[src/rtl/memtop_pkg.sv]
// Package: shared state encodings for the top-of-memory finder.
// Assumes: nothing beyond IEEE 1800-2017 enums.
package memtop_pkg;

    // Controller states of the bit-by-bit search
    typedef enum logic [2:0] {
        S_IDLE   = 3'd0,
        S_CHK_LO = 3'd1,
        S_CHK_HI = 3'd2,
        S_PROBE  = 3'd3,
        S_NEXT   = 3'd4
    } ctl_state_t;

    // Probe sequencer states
    typedef enum logic [1:0] {
        P_IDLE  = 2'd0,
        P_ISSUE = 2'd1,
        P_WAIT  = 2'd2
    } probe_state_t;

endpackage

[src/rtl/memtop_addr_gen.sv]
// Candidate address former.
// Builds the low and high candidate addresses for the bit under test from
// the running offset and the base, and picks which one goes to the region
// query. Assumes bit_idx < AW. Purely combinational.
module memtop_addr_gen #(
    parameter int AW = 32,
    parameter int BW = $clog2(AW)
) (
    input  logic [AW-1:0] top_val,
    input  logic [BW-1:0] bit_idx,
    input  logic [AW-1:0] base,
    input  logic          sel_hi,
    output logic [AW-1:0] bit_mask,
    output logic [AW-1:0] lo_addr,
    output logic [AW-1:0] hi_addr,
    output logic [AW-1:0] region_addr
);

    // One-hot mask for the bit under test
    always_comb bit_mask = AW'(1) << bit_idx;

    // Both candidates share the base offset; the high one adds the bit
    always_comb begin
        lo_addr = base + (top_val & ~bit_mask);
        hi_addr = base + (top_val | bit_mask);
    end

    // Region query address follows the controller's check phase
    always_comb region_addr = sel_hi ? hi_addr : lo_addr;

endmodule

[src/rtl/memtop_bus.sv]
// Single-outstanding request/acknowledge master.
// Latches one operation per op_valid pulse, holds mem_req with stable
// address and data until mem_ack, then returns a one-cycle op_done with
// the captured read data. Assumes op_valid never arrives while busy.
module memtop_bus #(
    parameter int AW = 32,
    parameter int DW = 32
) (
    input  logic          clk,
    input  logic          rst_n,
    input  logic          op_valid,
    input  logic          op_we,
    input  logic [AW-1:0] op_addr,
    input  logic [DW-1:0] op_wdata,
    output logic          op_done,
    output logic [DW-1:0] op_rdata,
    output logic          mem_req,
    output logic          mem_we,
    output logic [AW-1:0] mem_addr,
    output logic [DW-1:0] mem_wdata,
    input  logic          mem_ack,
    input  logic [DW-1:0] mem_rdata
);

    // Request register: load on op_valid, retire on acknowledge
    always_ff @(posedge clk) begin
        if (!rst_n) begin
            mem_req   <= 1'b0;
            mem_we    <= 1'b0;
            mem_addr  <= '0;
            mem_wdata <= '0;
            op_done   <= 1'b0;
            op_rdata  <= '0;
        end else begin
            op_done <= 1'b0;
            if (op_valid) begin
                mem_req   <= 1'b1;
                mem_we    <= op_we;
                mem_addr  <= op_addr;
                mem_wdata <= op_wdata;
            end else if (mem_req && mem_ack) begin
                mem_req  <= 1'b0;
                op_done  <= 1'b1;
                op_rdata <= mem_rdata;
            end
        end
    end


    req_hold_chk: assert property (@(posedge clk) disable iff (!rst_n)
        (mem_req && !mem_ack) |=> (mem_req && $stable(mem_addr) &&
                                   $stable(mem_we) && $stable(mem_wdata)));


    single_outstanding_chk: assert property (@(posedge clk) disable iff (!rst_n)
        op_valid |-> !mem_req);

endmodule

[src/rtl/memtop_probe.sv]
// Two-address independence probe.
// On go, runs up to eight accesses on the low and high candidates:
// pattern then complement, read both, then swapped, read both. Stops at the
// first mismatching read. Reports a one-cycle done with pass held after.
// Assumes lo_addr/hi_addr stay constant while the probe runs.
module memtop_probe
    import memtop_pkg::*;
#(
    parameter int          AW      = 32,
    parameter int          DW      = 32,
    parameter logic [DW-1:0] PATTERN = 32'hA5C3_0F69
) (
    input  logic          clk,
    input  logic          rst_n,
    input  logic          go,
    input  logic [AW-1:0] lo_addr,
    input  logic [AW-1:0] hi_addr,
    input  logic          op_done,
    input  logic [DW-1:0] op_rdata,
    output logic          op_valid,
    output logic          op_we,
    output logic [AW-1:0] op_addr,
    output logic [DW-1:0] op_wdata,
    output logic          done,
    output logic          pass
);

    localparam int LAST_STEP = 7;

    probe_state_t pstate;
    logic [2:0]   step;

    // Step decode: bit0 picks address, bit1 picks read, bit0^bit2 inverts data
    always_comb begin
        op_valid = (pstate == P_ISSUE);
        op_we    = ~step[1];
        op_addr  = step[0] ? hi_addr : lo_addr;
        op_wdata = (step[0] ^ step[2]) ? ~PATTERN : PATTERN;
    end

    // Sequencer: issue, wait, compare, advance or stop
    always_ff @(posedge clk) begin
        if (!rst_n) begin
            pstate <= P_IDLE;
            step   <= '0;
            done   <= 1'b0;
            pass   <= 1'b0;
        end else begin
            done <= 1'b0;
            case (pstate)
                P_IDLE: begin
                    if (go) begin
                        step   <= '0;
                        pstate <= P_ISSUE;
                    end
                end
                P_ISSUE: pstate <= P_WAIT;
                P_WAIT: begin
                    if (op_done) begin
                        if (!op_we && (op_rdata != op_wdata)) begin
                            done   <= 1'b1;
                            pass   <= 1'b0;
                            pstate <= P_IDLE;
                        end else if (step == 3'(LAST_STEP)) begin
                            done   <= 1'b1;
                            pass   <= 1'b1;
                            pstate <= P_IDLE;
                        end else begin
                            step   <= step + 3'd1;
                            pstate <= P_ISSUE;
                        end
                    end
                end
                default: pstate <= P_IDLE;
            endcase
        end
    end


    pass_full_chk: assert property (@(posedge clk) disable iff (!rst_n)
        (done && pass) |-> (step == 3'(LAST_STEP)));


    early_stop_chk: assert property (@(posedge clk) disable iff (!rst_n)
        (pstate == P_WAIT && op_done && !op_we && op_rdata != op_wdata)
            |=> (done && !pass && pstate == P_IDLE));

endmodule

[src/rtl/memtop_search.sv]
// Top-of-memory finder, top level.
// Runs a successive-approximation search over address bits TOP_BIT..2.
// For each bit it queries the region for both candidates, runs the
// independence probe if both are allowed, and keeps the bit on success.
// Assumes 2 <= TOP_BIT < ADDR_W and a combinational region_ok answer.
module memtop_search
    import memtop_pkg::*;
#(
    parameter int            ADDR_W  = 32,
    parameter int            DATA_W  = 32,
    parameter int            TOP_BIT = 31,
    parameter logic [DATA_W-1:0] PATTERN = 32'hA5C3_0F69
) (
    input  logic              clk,
    input  logic              rst_n,
    input  logic              start,
    output logic              done,
    input  logic [ADDR_W-1:0] base_addr,
    output logic [ADDR_W-1:0] region_addr,
    input  logic              region_ok,
    output logic              mem_req,
    output logic              mem_we,
    output logic [ADDR_W-1:0] mem_addr,
    output logic [DATA_W-1:0] mem_wdata,
    input  logic              mem_ack,
    input  logic [DATA_W-1:0] mem_rdata,
    output logic [ADDR_W-1:0] top_offset
);

    localparam int BW      = $clog2(ADDR_W);
    localparam int LOW_BIT = 2;

    ctl_state_t        state;
    logic [ADDR_W-1:0] top_q;
    logic [BW-1:0]     bit_q;
    logic              ok_q;
    logic              done_q;

    logic [ADDR_W-1:0] bit_mask, lo_addr, hi_addr;
    logic              probe_go, probe_done, probe_pass;
    logic              op_valid, op_we, op_done;
    logic [ADDR_W-1:0] op_addr;
    logic [DATA_W-1:0] op_wdata, op_rdata;

    memtop_addr_gen #(.AW(ADDR_W), .BW(BW)) u_addr (
        .top_val     (top_q),
        .bit_idx     (bit_q),
        .base        (base_addr),
        .sel_hi      (state == S_CHK_HI),
        .bit_mask    (bit_mask),
        .lo_addr     (lo_addr),
        .hi_addr     (hi_addr),
        .region_addr (region_addr)
    );

    // Probe launches once the high candidate is also accepted
    always_comb probe_go = (state == S_CHK_HI) && region_ok;

    memtop_probe #(.AW(ADDR_W), .DW(DATA_W), .PATTERN(PATTERN)) u_probe (
        .clk      (clk),
        .rst_n    (rst_n),
        .go       (probe_go),
        .lo_addr  (lo_addr),
        .hi_addr  (hi_addr),
        .op_done  (op_done),
        .op_rdata (op_rdata),
        .op_valid (op_valid),
        .op_we    (op_we),
        .op_addr  (op_addr),
        .op_wdata (op_wdata),
        .done     (probe_done),
        .pass     (probe_pass)
    );

    memtop_bus #(.AW(ADDR_W), .DW(DATA_W)) u_bus (
        .clk       (clk),
        .rst_n     (rst_n),
        .op_valid  (op_valid),
        .op_we     (op_we),
        .op_addr   (op_addr),
        .op_wdata  (op_wdata),
        .op_done   (op_done),
        .op_rdata  (op_rdata),
        .mem_req   (mem_req),
        .mem_we    (mem_we),
        .mem_addr  (mem_addr),
        .mem_wdata (mem_wdata),
        .mem_ack   (mem_ack),
        .mem_rdata (mem_rdata)
    );

    // Search controller: region checks, probe, bit decision, completion
    always_ff @(posedge clk) begin
        if (!rst_n) begin
            state  <= S_IDLE;
            top_q  <= '0;
            bit_q  <= BW'(TOP_BIT);
            ok_q   <= 1'b0;
            done_q <= 1'b0;
        end else begin
            done_q <= 1'b0;
            case (state)
                S_IDLE: begin
                    if (start) begin
                        top_q <= '0;
                        bit_q <= BW'(TOP_BIT);
                        state <= S_CHK_LO;
                    end
                end
                S_CHK_LO: begin
                    if (region_ok) begin
                        state <= S_CHK_HI;
                    end else begin
                        ok_q  <= 1'b0;
                        state <= S_NEXT;
                    end
                end
                S_CHK_HI: begin
                    if (region_ok) begin
                        state <= S_PROBE;
                    end else begin
                        ok_q  <= 1'b0;
                        state <= S_NEXT;
                    end
                end
                S_PROBE: begin
                    if (probe_done) begin
                        ok_q  <= probe_pass;
                        state <= S_NEXT;
                    end
                end
                S_NEXT: begin
                    if (ok_q) top_q <= top_q | bit_mask;
                    if (bit_q == BW'(LOW_BIT)) begin
                        done_q <= 1'b1;
                        state  <= S_IDLE;
                    end else begin
                        bit_q <= bit_q - BW'(1);
                        state <= S_CHK_LO;
                    end
                end
                default: state <= S_IDLE;
            endcase
        end
    end

    // Result and completion outputs come straight from registers
    always_comb begin
        done       = done_q;
        top_offset = top_q;
    end


    done_pulse_chk: assert property (@(posedge clk) disable iff (!rst_n)
        done |=> !done);


    result_hold_chk: assert property (@(posedge clk) disable iff (!rst_n)
        (state == S_IDLE && !start) |=> $stable(top_offset));


    bus_gate_chk: assert property (@(posedge clk) disable iff (!rst_n)
        mem_req |-> (state == S_PROBE));


    low_bits_clear_chk: assert property (@(posedge clk) disable iff (!rst_n)
        (state != S_IDLE) |-> ((top_q & (bit_mask - ADDR_W'(1))) == '0));


    addr_cand_chk: assert property (@(posedge clk) disable iff (!rst_n)
        mem_req |-> (mem_addr == lo_addr || mem_addr == hi_addr));

endmodule

[config.mk]
export PLATFORM = sky130hd
export DESIGN_NAME = memtop_search
export DESIGN_NICKNAME = d
export VERILOG_FILES = /design/src/rtl/memtop_pkg.sv /design/src/rtl/memtop_addr_gen.sv /design/src/rtl/memtop_bus.sv /design/src/rtl/memtop_probe.sv /design/src/rtl/memtop_search.sv
export SDC_FILE = /design/constraint.sdc
export NUM_CORES = 1
export LEC_CHECK = 0
export BUFFER_PORTS_ARGS = -buffer_cell sky130_fd_sc_hd__buf_2
export CORE_MARGIN = 3
export CORE_UTILIZATION = 50
export CTS_BUF_LIST = sky130_fd_sc_hd__clkbuf_8
export CTS_CLUSTER_SIZE = 10
export DETAILED_ROUTE_END_ITERATION = 6
export GPL_TIMING_DRIVEN = 0
export HOLD_SLACK_MARGIN = 0.06
export PLACE_DENSITY = 0.76
export SLEW_MARGIN = 25
export SYNTH_ARGS = -nofsm -noshare
export SYNTH_HDL_FRONTEND = slang
export SYNTH_SLANG_ARGS = --single-unit
[constraint.sdc]
create_clock -name clk -period 9.3 [get_ports clk]
set_clock_uncertainty 0.05 [all_clocks]
set_input_delay 0.465 -clock clk [delete_from_list [all_inputs] [get_ports clk]]
set_output_delay 0.465 -clock clk [all_outputs]
set_load 0.005 [all_outputs]
==> flow_metrics.env, run 1 <==
export IMPL_power_switching_mw=0.367
export IMPL_htreeDepth=4
export IMPL_syn2layout_area_growth_pct=19.4
export IMPL_ff2ff_path_depth=16
export IMPL_syn_nets=1358
export IMPL_finalHoldViolCount=0
export IMPL_die_area_um2=19700
export IMPL_timing_hold_ws_ns=0.176
export IMPL_highest_layer="met4"
export IMPL_synth_top_family_by_area="compound AO/OA/AOI/OAI gates"
export IMPL_drive_gt1_frac=0.198
export IMPL_hp_start="mem_rdata[18]"
export IMPL_crit_required_ns=8.79
export IMPL_die_h_um=140
export IMPL_first_pass_iters=5
export IMPL_cts_setup_buffers=0
export IMPL_seqPwrFrac=0.406
export IMPL_start_kind="register"
export IMPL_rsz0062_at_grt="false"
export IMPL_worst_slew_pin_slew_ns=0.902
export IMPL_grt_pass1_vias=8958
export IMPL_setup_viol=0
export IMPL_post_route_period_util=0.596
export IMPL_synth_compound_area_share=0.292
export IMPL_met2WireLength_um=13800
export IMPL_r2r_slack_ns=4.63
export IMPL_drt_first_iter_violations=834
export IMPL_synthFlopType="dfxtp_1"
export IMPL_syn_mean_instance_area_um2=7.42
export IMPL_clk_pin_slew_ns=0.09
export IMPL_syn_inst=1218
export IMPL_wl_met3_um=2910
export IMPL_overflow=0
export IMPL_start_util=0.517
export IMPL_crit_chain="clkbuf_2, or2_2, buf_2, nor2_1, a21boi_0, ha_1, fa_1, a211oi_1, o21ai_1, a21oi_2, o31ai_4, o211ai_1, a21oi_1, xor2_1, nand2_1, nand2_1, buf_2"
export IMPL_outcome="complete, no violations"
export IMPL_rows=48
export IMPL_reg2reg_to="u_bus.mem_addr[22]$_SDFFE_PN0P_"
export IMPL_wl_um=32300
export IMPL_max_slew_margin=0.396
export IMPL_wl_met1_um=14300
export IMPL_crit_cells=17
export IMPL_ys_seq_area_frac=0.262
export IMPL_synthArstFlopShare=0
export IMPL_path_max_fanout=9
export IMPL_path_buf_inv=3
export IMPL_pwr_share_comb=0.134
export IMPL_place_hpwl_um=25300
export IMPL_slew_violations=0
export IMPL_grt_max_degree=18
export IMPL_synthAdderAreaFrac=0.100
export IMPL_final_cell_count_no_fill=1673
export IMPL_ys_warn_count=0
export IMPL_cts_tree="built"
export IMPL_holdPathStages=3
export IMPL_cts_resized=0
export IMPL_power_density_nw_per_um2=117
export IMPL_diodes=0
export IMPL_hold_buffers=0
export IMPL_vdd_ir_drop_max_v=0.000102
export IMPL_crit_family="compound AO/OA/AOI/OAI gates"
export IMPL_critical_path_max_stage_delay_ns=0.48
export IMPL_dp_cells=1641
export IMPL_gp_congestion=1.01
export IMPL_fmax_mhz=181
export IMPL_slowest_stage="nor2_1"
export IMPL_internal_power_mw=0.896
export IMPL_final_setup_tns_ns=0
export IMPL_cts_root_buf="clkbuf_8"
export IMPL_ioPinCount=200
export IMPL_power_mw=1.26
export IMPL_io_buffers=198
export IMPL_grt_pass1_wl_um=48800
export IMPL_synth_xor_area_frac=0.0591
export IMPL_critPathKind="reg -> out"
export IMPL_clock_sinks=118
export IMPL_nets=1575
export IMPL_yosys_register_bits=118
export IMPL_insertion_delay_ns=0.46
export IMPL_die_x_um=140
export IMPL_endpoint_kind="output pin"
export IMPL_final_util=0.617
export IMPL_leakage_nw=4.91
export IMPL_antenna_found_initial=0
export IMPL_synth_simple_area_share=0.216
export IMPL_antenna_left=0
export IMPL_regToRegStartpoint="bit_q[2]$_SDFFE_PN1P_"
export IMPL_maxCapViolations=0
export IMPL_min_period_ns=5.54
export IMPL_num_vias=9904
export IMPL_via_per_inst=5.92
export IMPL_clockPowerShare=0.461
export IMPL_synth_edf_count=0
export IMPL_worstPathArrival_ns=5.02
export IMPL_synthesis_area_um2=9030
export IMPL_hp_class="in -> reg"
export IMPL_clockBufferDepth=2
export IMPL_gr_usage_all_layers=0.315
export IMPL_drc=0
export IMPL_numCtsBuffers=17
export IMPL_synthMuxAreaShare=0.0101
export IMPL_wl_per_cell_um=19.3
export IMPL_swShare=0.291
export IMPL_core_um2=17500
export IMPL_worstHoldEndpoint="u_bus.op_rdata[18]$_SDFFE_PN0P_"
export IMPL_synth_cell_types=75
[worst max path at each step]
stage	start	end
after detailed placement	bit_q[2]$_SDFFE_PN1P_	region_addr[26]
after global placement	bit_q[2]$_SDFFE_PN1P_	region_addr[30]
after CTS	bit_q[2]$_SDFFE_PN1P_	region_addr[26]
after global routing	bit_q[2]$_SDFFE_PN1P_	region_addr[28]
after floorplan	bit_q[2]$_SDFFE_PN1P_	region_addr[28]
final	bit_q[2]$_SDFFE_PN1P_	region_addr[30]
[logic make-up after synthesis]
logic type / Yosys count
XOR/XNOR: 61
AND/OR/NAND/NOR: 425
adder cells (fa/ha/maj): 71
multiplexers: 9
AO/OA/AOI/OAI: 420
buffers and inverters: 114
flip-flops: 118
[placed cells by master, fill, tap and decap left out, drive strengths merged, types with 26 or more instances in the layout]
| master | instances |
|---|---|
| buf | 235 |
| nand2 | 212 |
| a21oi | 154 |
| dfxtp | 118 |
| o21ai | 86 |
| nor2 | 77 |
| clkbuf | 76 |
| ha | 69 |
| xnor2 | 43 |
| a21o | 35 |
| o21a | 26 |
[worst reg2reg max path, stage by stage (launching register included)]
cell      delay [ns]
dfxtp_1         0.30
clkbuf_2        0.15
or2_2           0.30
buf_2           0.19
nor2_1          0.48
a21boi_0        0.20
ha_1            0.27
fa_1            0.45
a211oi_1        0.37
o21ai_1         0.15
a21oi_2         0.30
o31ai_4         0.14
o21ai_1         0.33
o21bai_1        0.14
xnor2_1         0.37
o22ai_1         0.17
a31o_2          0.24
[sequential cells by signal (all words and copies together) (netlist names)]
| name | flops |
|---|---|
| state | 3 |
| done | 1 |
| u_bus.op_rdata | 32 |
| top_offset | 32 |
| bit_q | 5 |
| u_bus.mem_addr | 32 |
| ok_q | 1 |
| u_probe.step | 3 |
| u_probe.done | 1 |
| u_bus.mem_req | 1 |
| u_probe.pstate | 2 |
| u_bus.mem_we | 1 |
| u_probe.pass | 1 |
| u_bus.op_done | 1 |
| u_bus.mem_wdata | 2 |
[layout make-up]
type | count | area [um2]
Timing Repair Buffer | 198 | 991
Tap cell | 225 | 282
Sequential cell | 118 | 2360
Clock inverter | 15 | 241
Inverter | 18 | 67.6
Fill cell | 1642 | 6700
Buffer | 96 | 493
Multi-Input combinational cell | 986 | 6110
Clock buffer | 17 | 234
[per-stage QoR]
stage | setup slack [ns] | cell area (um2)
after CTS | 3.92 | 10800
after global placement | 4.48 | 10300
after global routing | 3.63 | 10800
final | 3.76 | 10800
after detailed placement | 4.43 | 10300
after floorplan | 5.44 | 9030
[metal layers]
layer  track usage  up-vias
li1              -     4780
met2         0.471      449
met3        0.0731       73
met1         0.431     4602
met5             0        -
met4         0.143        0
[Yosys cell counts, drive strengths merged, types with 3 or more instances]
cell type / n / share of area
a211oi: 14 / 0.012
a21boi: 17 / 0.014
a21o: 35 / 0.029
a21oi: 154 / 0.087
a22oi: 5 / 0.0042
a311oi: 6 / 0.0058
a31o: 3 / 0.0029
a31oi: 9 / 0.0062
and2: 10 / 0.0072
and3: 9 / 0.0062
buf: 37 / 0.030
clkbuf: 59 / 0.025
dfxtp: 118 / 0.26
ha: 69 / 0.096
inv: 17 / 0.0071
mux2i: 8 / 0.0089
nand2: 212 / 0.088
nand2b: 15 / 0.010
nand3: 23 / 0.013
nand4: 25 / 0.018
nand4b: 3 / 0.0029
nor2: 77 / 0.032
nor2b: 11 / 0.0076
nor3: 16 / 0.0089
nor3b: 4 / 0.0033
nor4: 3 / 0.0021
nor4bb: 8 / 0.0089
o211ai: 14 / 0.012
o21a: 26 / 0.022
o21ai: 86 / 0.048
o21bai: 24 / 0.020
or2: 4 / 0.0028
xnor2: 43 / 0.042
xor2: 18 / 0.017
[power groups by stage]
| stage | clock network (mW) | registers (mW) | logic, mW |
|---|---|---|---|
| floorplan | 0 | 0.524 | 0.0937 |
| global placement | 0 | 0.524 | 0.163 |
| detailed placement | 0 | 0.525 | 0.164 |
| CTS | 0.583 | 0.513 | 0.165 |
| global route | 0.608 | 0.513 | 0.183 |
| finish | 0.582 | 0.513 | 0.169 |
No activity file was read; power rests on OpenSTA's default activity.
==> run 2: changes to the inputs <==
==> constraint.sdc (replaced) <==
create_clock -name clk -period 5.3 [get_ports clk]
set_clock_uncertainty 0.05 [all_clocks]
set_input_delay 0.265 -clock clk [delete_from_list [all_inputs] [get_ports clk]]
set_output_delay 0.265 -clock clk [all_outputs]
set_load 0.005 [all_outputs]
==> run 2 against run 1 <==
Effect of this change: design area rose by 3.0%; non-clock buffer count rose by 30; critical path type unchanged; sequential cell count is the same; routed wire length up 2.2%; sequential power increased by 75%; die area stayed put.
==> flow_metrics.env, run 2 (synthesized netlist as in run 1, its figures left out) <==
export IMPL_max_slew_margin=0.393
export IMPL_drc=0
export IMPL_gp_congestion=1.01
export IMPL_seqCellArea_um2=2360
export IMPL_grt_pass1_wl_um=50100
export IMPL_crit_chain="clkbuf_2, or2_2, buf_2, nor2_2, a21boi_0, ha_1, fa_1, a211oi_1, o21ai_1, a21oi_2, o31ai_4, o211ai_1, a21oi_1, xor2_1, nand2_1, nand2_1, buf_2"
export IMPL_grt_max_degree=18
export IMPL_swShare=0.291
export IMPL_vdd_ir_drop_max_v=0.000176
export IMPL_clk_pin_slew_ns=0.08
export IMPL_post_route_period_util=0.965
export IMPL_drt_first_iter_violations=933
export IMPL_layout_common_cells="nand2_1 (212), buf_2 (201), a21oi_1 (151), dfxtp_1 (118), o21ai_0 (78)"
export IMPL_ioPinCount=200
export IMPL_finalHoldViolCount=0
export IMPL_clockBufferDepth=2
export IMPL_wl_um=33100
export IMPL_die_h_um=140
export IMPL_critical_path_max_stage_delay_ns=0.44
export IMPL_insertion_delay_ns=0.47
export IMPL_antenna_found_initial=0
export IMPL_rsz0062_at_grt="false"
export IMPL_numCtsBuffers=17
export IMPL_path_max_fanout=9
export IMPL_internal_power_mw=1.59
export IMPL_outcome="complete, no violations"
export IMPL_cts_setup_buffers=0
export IMPL_setup_viol=0
export IMPL_hp_class="in -> reg"
export IMPL_maxCapViolations=0
export IMPL_via_per_inst=5.94
export IMPL_nets=1605
export IMPL_io_buffers=198
export IMPL_die_x_um=140
export IMPL_wl_per_cell_um=19.4
export IMPL_antenna_left=0
export IMPL_power_switching_mw=0.651
export IMPL_first_pass_iters=5
export IMPL_power_density_nw_per_um2=202
export IMPL_holdPathStages=3
export IMPL_leakage_nw=5.04
export IMPL_fillers=1578
export IMPL_cts_tree="built"
export IMPL_num_vias=10100
export IMPL_drive_gt1_frac=0.196
export IMPL_gr_usage_all_layers=0.324
export IMPL_cts_root_buf="clkbuf_8"
export IMPL_grt_pass1_vias=9204
export IMPL_slew_violations=0
export IMPL_worst_slew_pin_slew_ns=0.907
export IMPL_slowest_stage="fa_1"
export IMPL_htreeDepth=4
export IMPL_die_area_um2=19700
export IMPL_dp_slack_ns=0.634
export IMPL_final_setup_tns_ns=0
export IMPL_overflow=0
export IMPL_worstPathArrival_ns=4.80
export IMPL_core_um2=17500
export IMPL_min_period_ns=5.11
export IMPL_fmax_mhz=196
export IMPL_rows=48
export IMPL_place_hpwl_um=25300
export IMPL_final_common_cell="nand2_1"
export IMPL_critPathKind="reg -> out"
export IMPL_clock_sinks=118
export IMPL_multi_input_area_um2=6120
export IMPL_pwr_share_comb=0.142
export IMPL_seqPwrFrac=0.402
export IMPL_fin_ws_ns=0.186
export IMPL_syn2layout_area_growth_pct=23.0
export IMPL_endpoint_kind="output pin"
export IMPL_ff2ff_path_depth=16
export IMPL_diodes=0
export IMPL_crit_required_ns=4.99
export IMPL_start_util=0.517
export IMPL_clockPowerShare=0.457
export IMPL_start_kind="register"
## run 2: cell count changes in the layout (fill, tap and decap cells not counted)
cell / change
dlygate4sd3_1: +33
buf_1: -1
nor2_1: -3
nor2_2: +3
clkbuf_1: -2
## run 2: final timing paths
check | slack (ns) | startpoint | endpoint
max | 0.19 | bit_q[2]$_SDFFE_PN1P_ | region_addr[30]
min | 0.09 | region_ok | state[1]$_SDFFE_PN0P_
max reg2reg | 0.86 | bit_q[2]$_SDFFE_PN1P_ | u_bus.mem_addr[22]$_SDFFE_PN0P_
min reg2reg | 0.41 | u_bus.mem_addr[2]$_SDFFE_PN0P_ | u_bus.mem_addr[2]$_SDFFE_PN0P_
## run 2: power by group through the flow
stage / logic [mW] / clock network [mW] / registers, mW
floorplan: 0.164 / 0 / 0.919
global placement: 0.286 / 0 / 0.920
detailed placement: 0.288 / 0 / 0.920
CTS: 0.308 / 1.02 / 0.899
global route: 0.343 / 1.07 / 0.900
finish: 0.317 / 1.02 / 0.900
## run 2: stage by stage
| step | instances | hold slack [ns] | total power, mW | cell area [um2] | utilization |
|---|---|---|---|---|---|
| 2_1_floorplan | 1218 | 0.351 | 1.08 | 9030 | - |
| 3_3_place_gp | 1641 | 0.387 | 1.21 | 10300 | 0.590 |
| 3_5_place_dp | 1641 | 0.403 | 1.21 | 10300 | 0.590 |
| 4_1_cts | 1706 | 0.0798 | 2.23 | 11100 | 0.636 |
| 5_1_grt | 1703 | 0.102 | 2.31 | 11100 | 0.636 |
| 6_report | 1703 | 0.0934 | 2.24 | 11100 | 0.636 |
## run 2: area by class of cell
cell class / count / share of cell area
Inverter: 18 / 0.00608
Buffer: 93 / 0.0434
Multi-Input combinational cell: 986 / 0.551
Timing Repair Buffer: 231 / 0.119
Tap cell: 225 / 0.0253
Clock buffer: 17 / 0.0211
Clock inverter: 15 / 0.0217
Sequential cell: 118 / 0.213
## run 2: critical path: cells and delay by family (launching register included)
kind	cells	cell delay, ns
simple gates	4	0.88
buf+inv	3	0.49
fa+ha+maj	2	0.70
xor+xnor	1	0.28
flops	1	0.30
compound gates	7	1.69
## run 2: repair_timing
action	4_1_cts	5_1_grt
setup endpoints to repair	0	6
hold buffers	33	0
hold endpoints to repair	33	0
resized for setup	0	3
## run 2: routing by layer
| layer | wire length, um | vias to the layer above | global-route usage | part of all wire |
|---|---|---|---|---|
| li1 | - | 4831 | - | - |
| met1 | 14200 | 4686 | 0.438 | 0.43 |
| met2 | 14100 | 517 | 0.488 | 0.43 |
| met3 | 3230 | 86 | 0.0741 | 0.098 |
| met4 | 1480 | 0 | 0.152 | 0.045 |
| met5 | 0 | - | 0 | 0 |
==> run 3: changes to the inputs <==
==> constraint.sdc (replaced) <==
create_clock -name clk -period 5.3 [get_ports clk]
set_clock_uncertainty 0.05 [all_clocks]
set_input_delay 0.795 -clock clk [delete_from_list [all_inputs] [get_ports clk]]
set_output_delay 0.795 -clock clk [all_outputs]
set_load 0.005 [all_outputs]
==> run 3 against run 2 <==
Effect of this change: sequential power about the same; fmax decreased by 1.5%; power decreased by 1.1%; clock power about the same; utilization decreased by 1.2 points; final cell count decreased by 1.8%; worst setup slack got worse by 0.077 ns; sequential cell count unchanged.
==> flow_metrics.env, run 3 (synthesized netlist as in run 1, its figures left out) <==
export IMPL_ioPinCount=200
export IMPL_num_vias=9934
export IMPL_final_common_cell="nand2_1"
export IMPL_cts_tree="built"
export IMPL_fillers=1643
export IMPL_leakage_nw=4.94
export IMPL_die_x_um=140
export IMPL_wl_per_cell_um=19.4
export IMPL_drive_gt1_frac=0.218
export IMPL_place_hpwl_um=25300
export IMPL_wl_um=32400
export IMPL_gr_usage_all_layers=0.315
export IMPL_insertion_delay_ns=0.46
export IMPL_overflow=0
export IMPL_clockPowerShare=0.459
export IMPL_grt_pass1_vias=8983
export IMPL_die_area_um2=19700
export IMPL_worstPathArrival_ns=4.35
export IMPL_via_per_inst=5.94
export IMPL_vdd_ir_drop_max_v=0.000178
export IMPL_swShare=0.290
export IMPL_core_um2=17500
export IMPL_endpoint_kind="output pin"
export IMPL_min_period_ns=5.19
export IMPL_grt_max_degree=18
export IMPL_maxCapViolations=0
export IMPL_seqPwrFrac=0.406
export IMPL_gp_congestion=1.01
export IMPL_pwr_share_comb=0.135
export IMPL_path_max_fanout=9
export IMPL_timing_hold_ws_ns=0.409
export IMPL_outcome="complete, no violations"
export IMPL_drc=0
export IMPL_rsz0062_at_grt="true"
export IMPL_final_setup_tns_ns=0
export IMPL_antenna_left=0
export IMPL_first_pass_iters=5
export IMPL_worst_slew_pin_slew_ns=0.921
export IMPL_clock_sinks=118
export IMPL_crit_chain="nand2b_1, nor2_4, a21boi_0, ha_1, a21oi_1, o21ai_0, a2111oi_2, a21bo_2, nand2b_1, a31oi_1, o21ai_0, xnor2_1, o21ai_1, buf_2"
export IMPL_max_slew_margin=0.381
export IMPL_io_buffers=198
export IMPL_power_switching_mw=0.642
export IMPL_grt_pass1_wl_um=48800
export IMPL_clk_pin_slew_ns=0.09
export IMPL_rows=48
export IMPL_slowest_stage="a2111oi_2"
export IMPL_power_density_nw_per_um2=203
export IMPL_start_kind="register"
export IMPL_nets=1574
export IMPL_htreeDepth=4
export IMPL_slew_violations=0
export IMPL_clockBufferDepth=2
export IMPL_layout_common_cells="nand2_1 (207), buf_2 (201), a21oi_1 (150), dfxtp_1 (118), o21ai_0 (76)"
export IMPL_fmax_mhz=193
export IMPL_start_util=0.517
export IMPL_r2r_slack_ns=1.28
export IMPL_critical_path_max_stage_delay_ns=0.44
export IMPL_setup_viol=0
export IMPL_hp_class="reg -> reg"
export IMPL_post_route_period_util=0.980
export IMPL_syn2layout_area_growth_pct=20.6
export IMPL_drt_first_iter_violations=870
export IMPL_internal_power_mw=1.57
export IMPL_diodes=0
export IMPL_die_h_um=140
export IMPL_hold_buffers=0
export IMPL_antenna_found_initial=0
export IMPL_crit_required_ns=4.45
export IMPL_cts_root_buf="clkbuf_8"
export IMPL_finalHoldViolCount=0
export IMPL_numCtsBuffers=17
export IMPL_critPathKind="reg -> out"
run 3: final cells by class:
cell class | instances | area [um2] | area share
plain buffers | 90 | 470 | 0.0432
clock buffers | 17 | 234 | 0.0215
clock inverters | 15 | 241 | 0.0222
inverters | 18 | 67.6 | 0.00620
multi-input cells | 986 | 6210 | 0.570
flip-flops and latches | 118 | 2360 | 0.217
well taps | 225 | 282 | 0.0258
repair buffers | 203 | 1030 | 0.0944
run 3: final timing paths:
kind | start | end | depth (start not counted)
setup / recovery | bit_q[3]$_SDFFE_PN1P_ | region_addr[21] | 14
hold reg to reg | u_bus.mem_addr[2]$_SDFFE_PN0P_ | u_bus.mem_addr[2]$_SDFFE_PN0P_ | 2
setup reg to reg | bit_q[2]$_SDFFE_PN1P_ | u_bus.mem_addr[22]$_SDFFE_PN0P_ | 17
hold / removal | u_bus.mem_addr[2]$_SDFFE_PN0P_ | u_bus.mem_addr[2]$_SDFFE_PN0P_ | 2
run 3: power groups by stage:
stage	Combinational [mW]	Sequential, mW	Clock, mW
6_report	0.298	0.900	1.02
3_3_place_gp	0.286	0.920	0
2_1_floorplan	0.164	0.919	0
5_1_grt	0.322	0.900	1.07
4_1_cts	0.290	0.899	1.02
3_5_place_dp	0.288	0.920	0
run 3: repair_timing:
item,4_1_cts,5_1_grt
setup endpoints to repair,13,14
gates resized for setup,8,23
buffers inserted,1,4
hold endpoints to repair,0,0
pin swaps,1,4
run 3: critical path, delay by kind of cell (launching register included):
| kind | cells | cell delay (ns) |
|---|---|---|
| AO/OA/AOI/OAI | 8 | 1.66 |
| XOR/XNOR | 1 | 0.36 |
| adder cells (fa/ha/maj) | 1 | 0.38 |
| buffers and inverters | 1 | 0.18 |
| flip-flops | 1 | 0.38 |
| AND/OR/NAND/NOR | 3 | 0.89 |
run 3: through the flow:
step	instance area [um2]	total power [mW]	cells	worst slack [ns]	utilization
finish	10900	2.22	1672	0.109	0.623
global route	10900	2.29	1672	-0.0264	0.623
CTS	10800	2.21	1670	0.000733	0.618
detailed placement	10300	1.21	1641	0.104	0.590
global placement	10300	1.21	1641	0.151	0.590
floorplan	9030	1.08	1218	1.11	-
run 3: routing by layer:
metal,up-vias,GRT usage,share of wire
met1,4626,0.429,0.44
met5,-,0,0
met4,0,0.129,0.038
met3,69,0.0806,0.090
met2,468,0.474,0.43
li1,4771,-,-
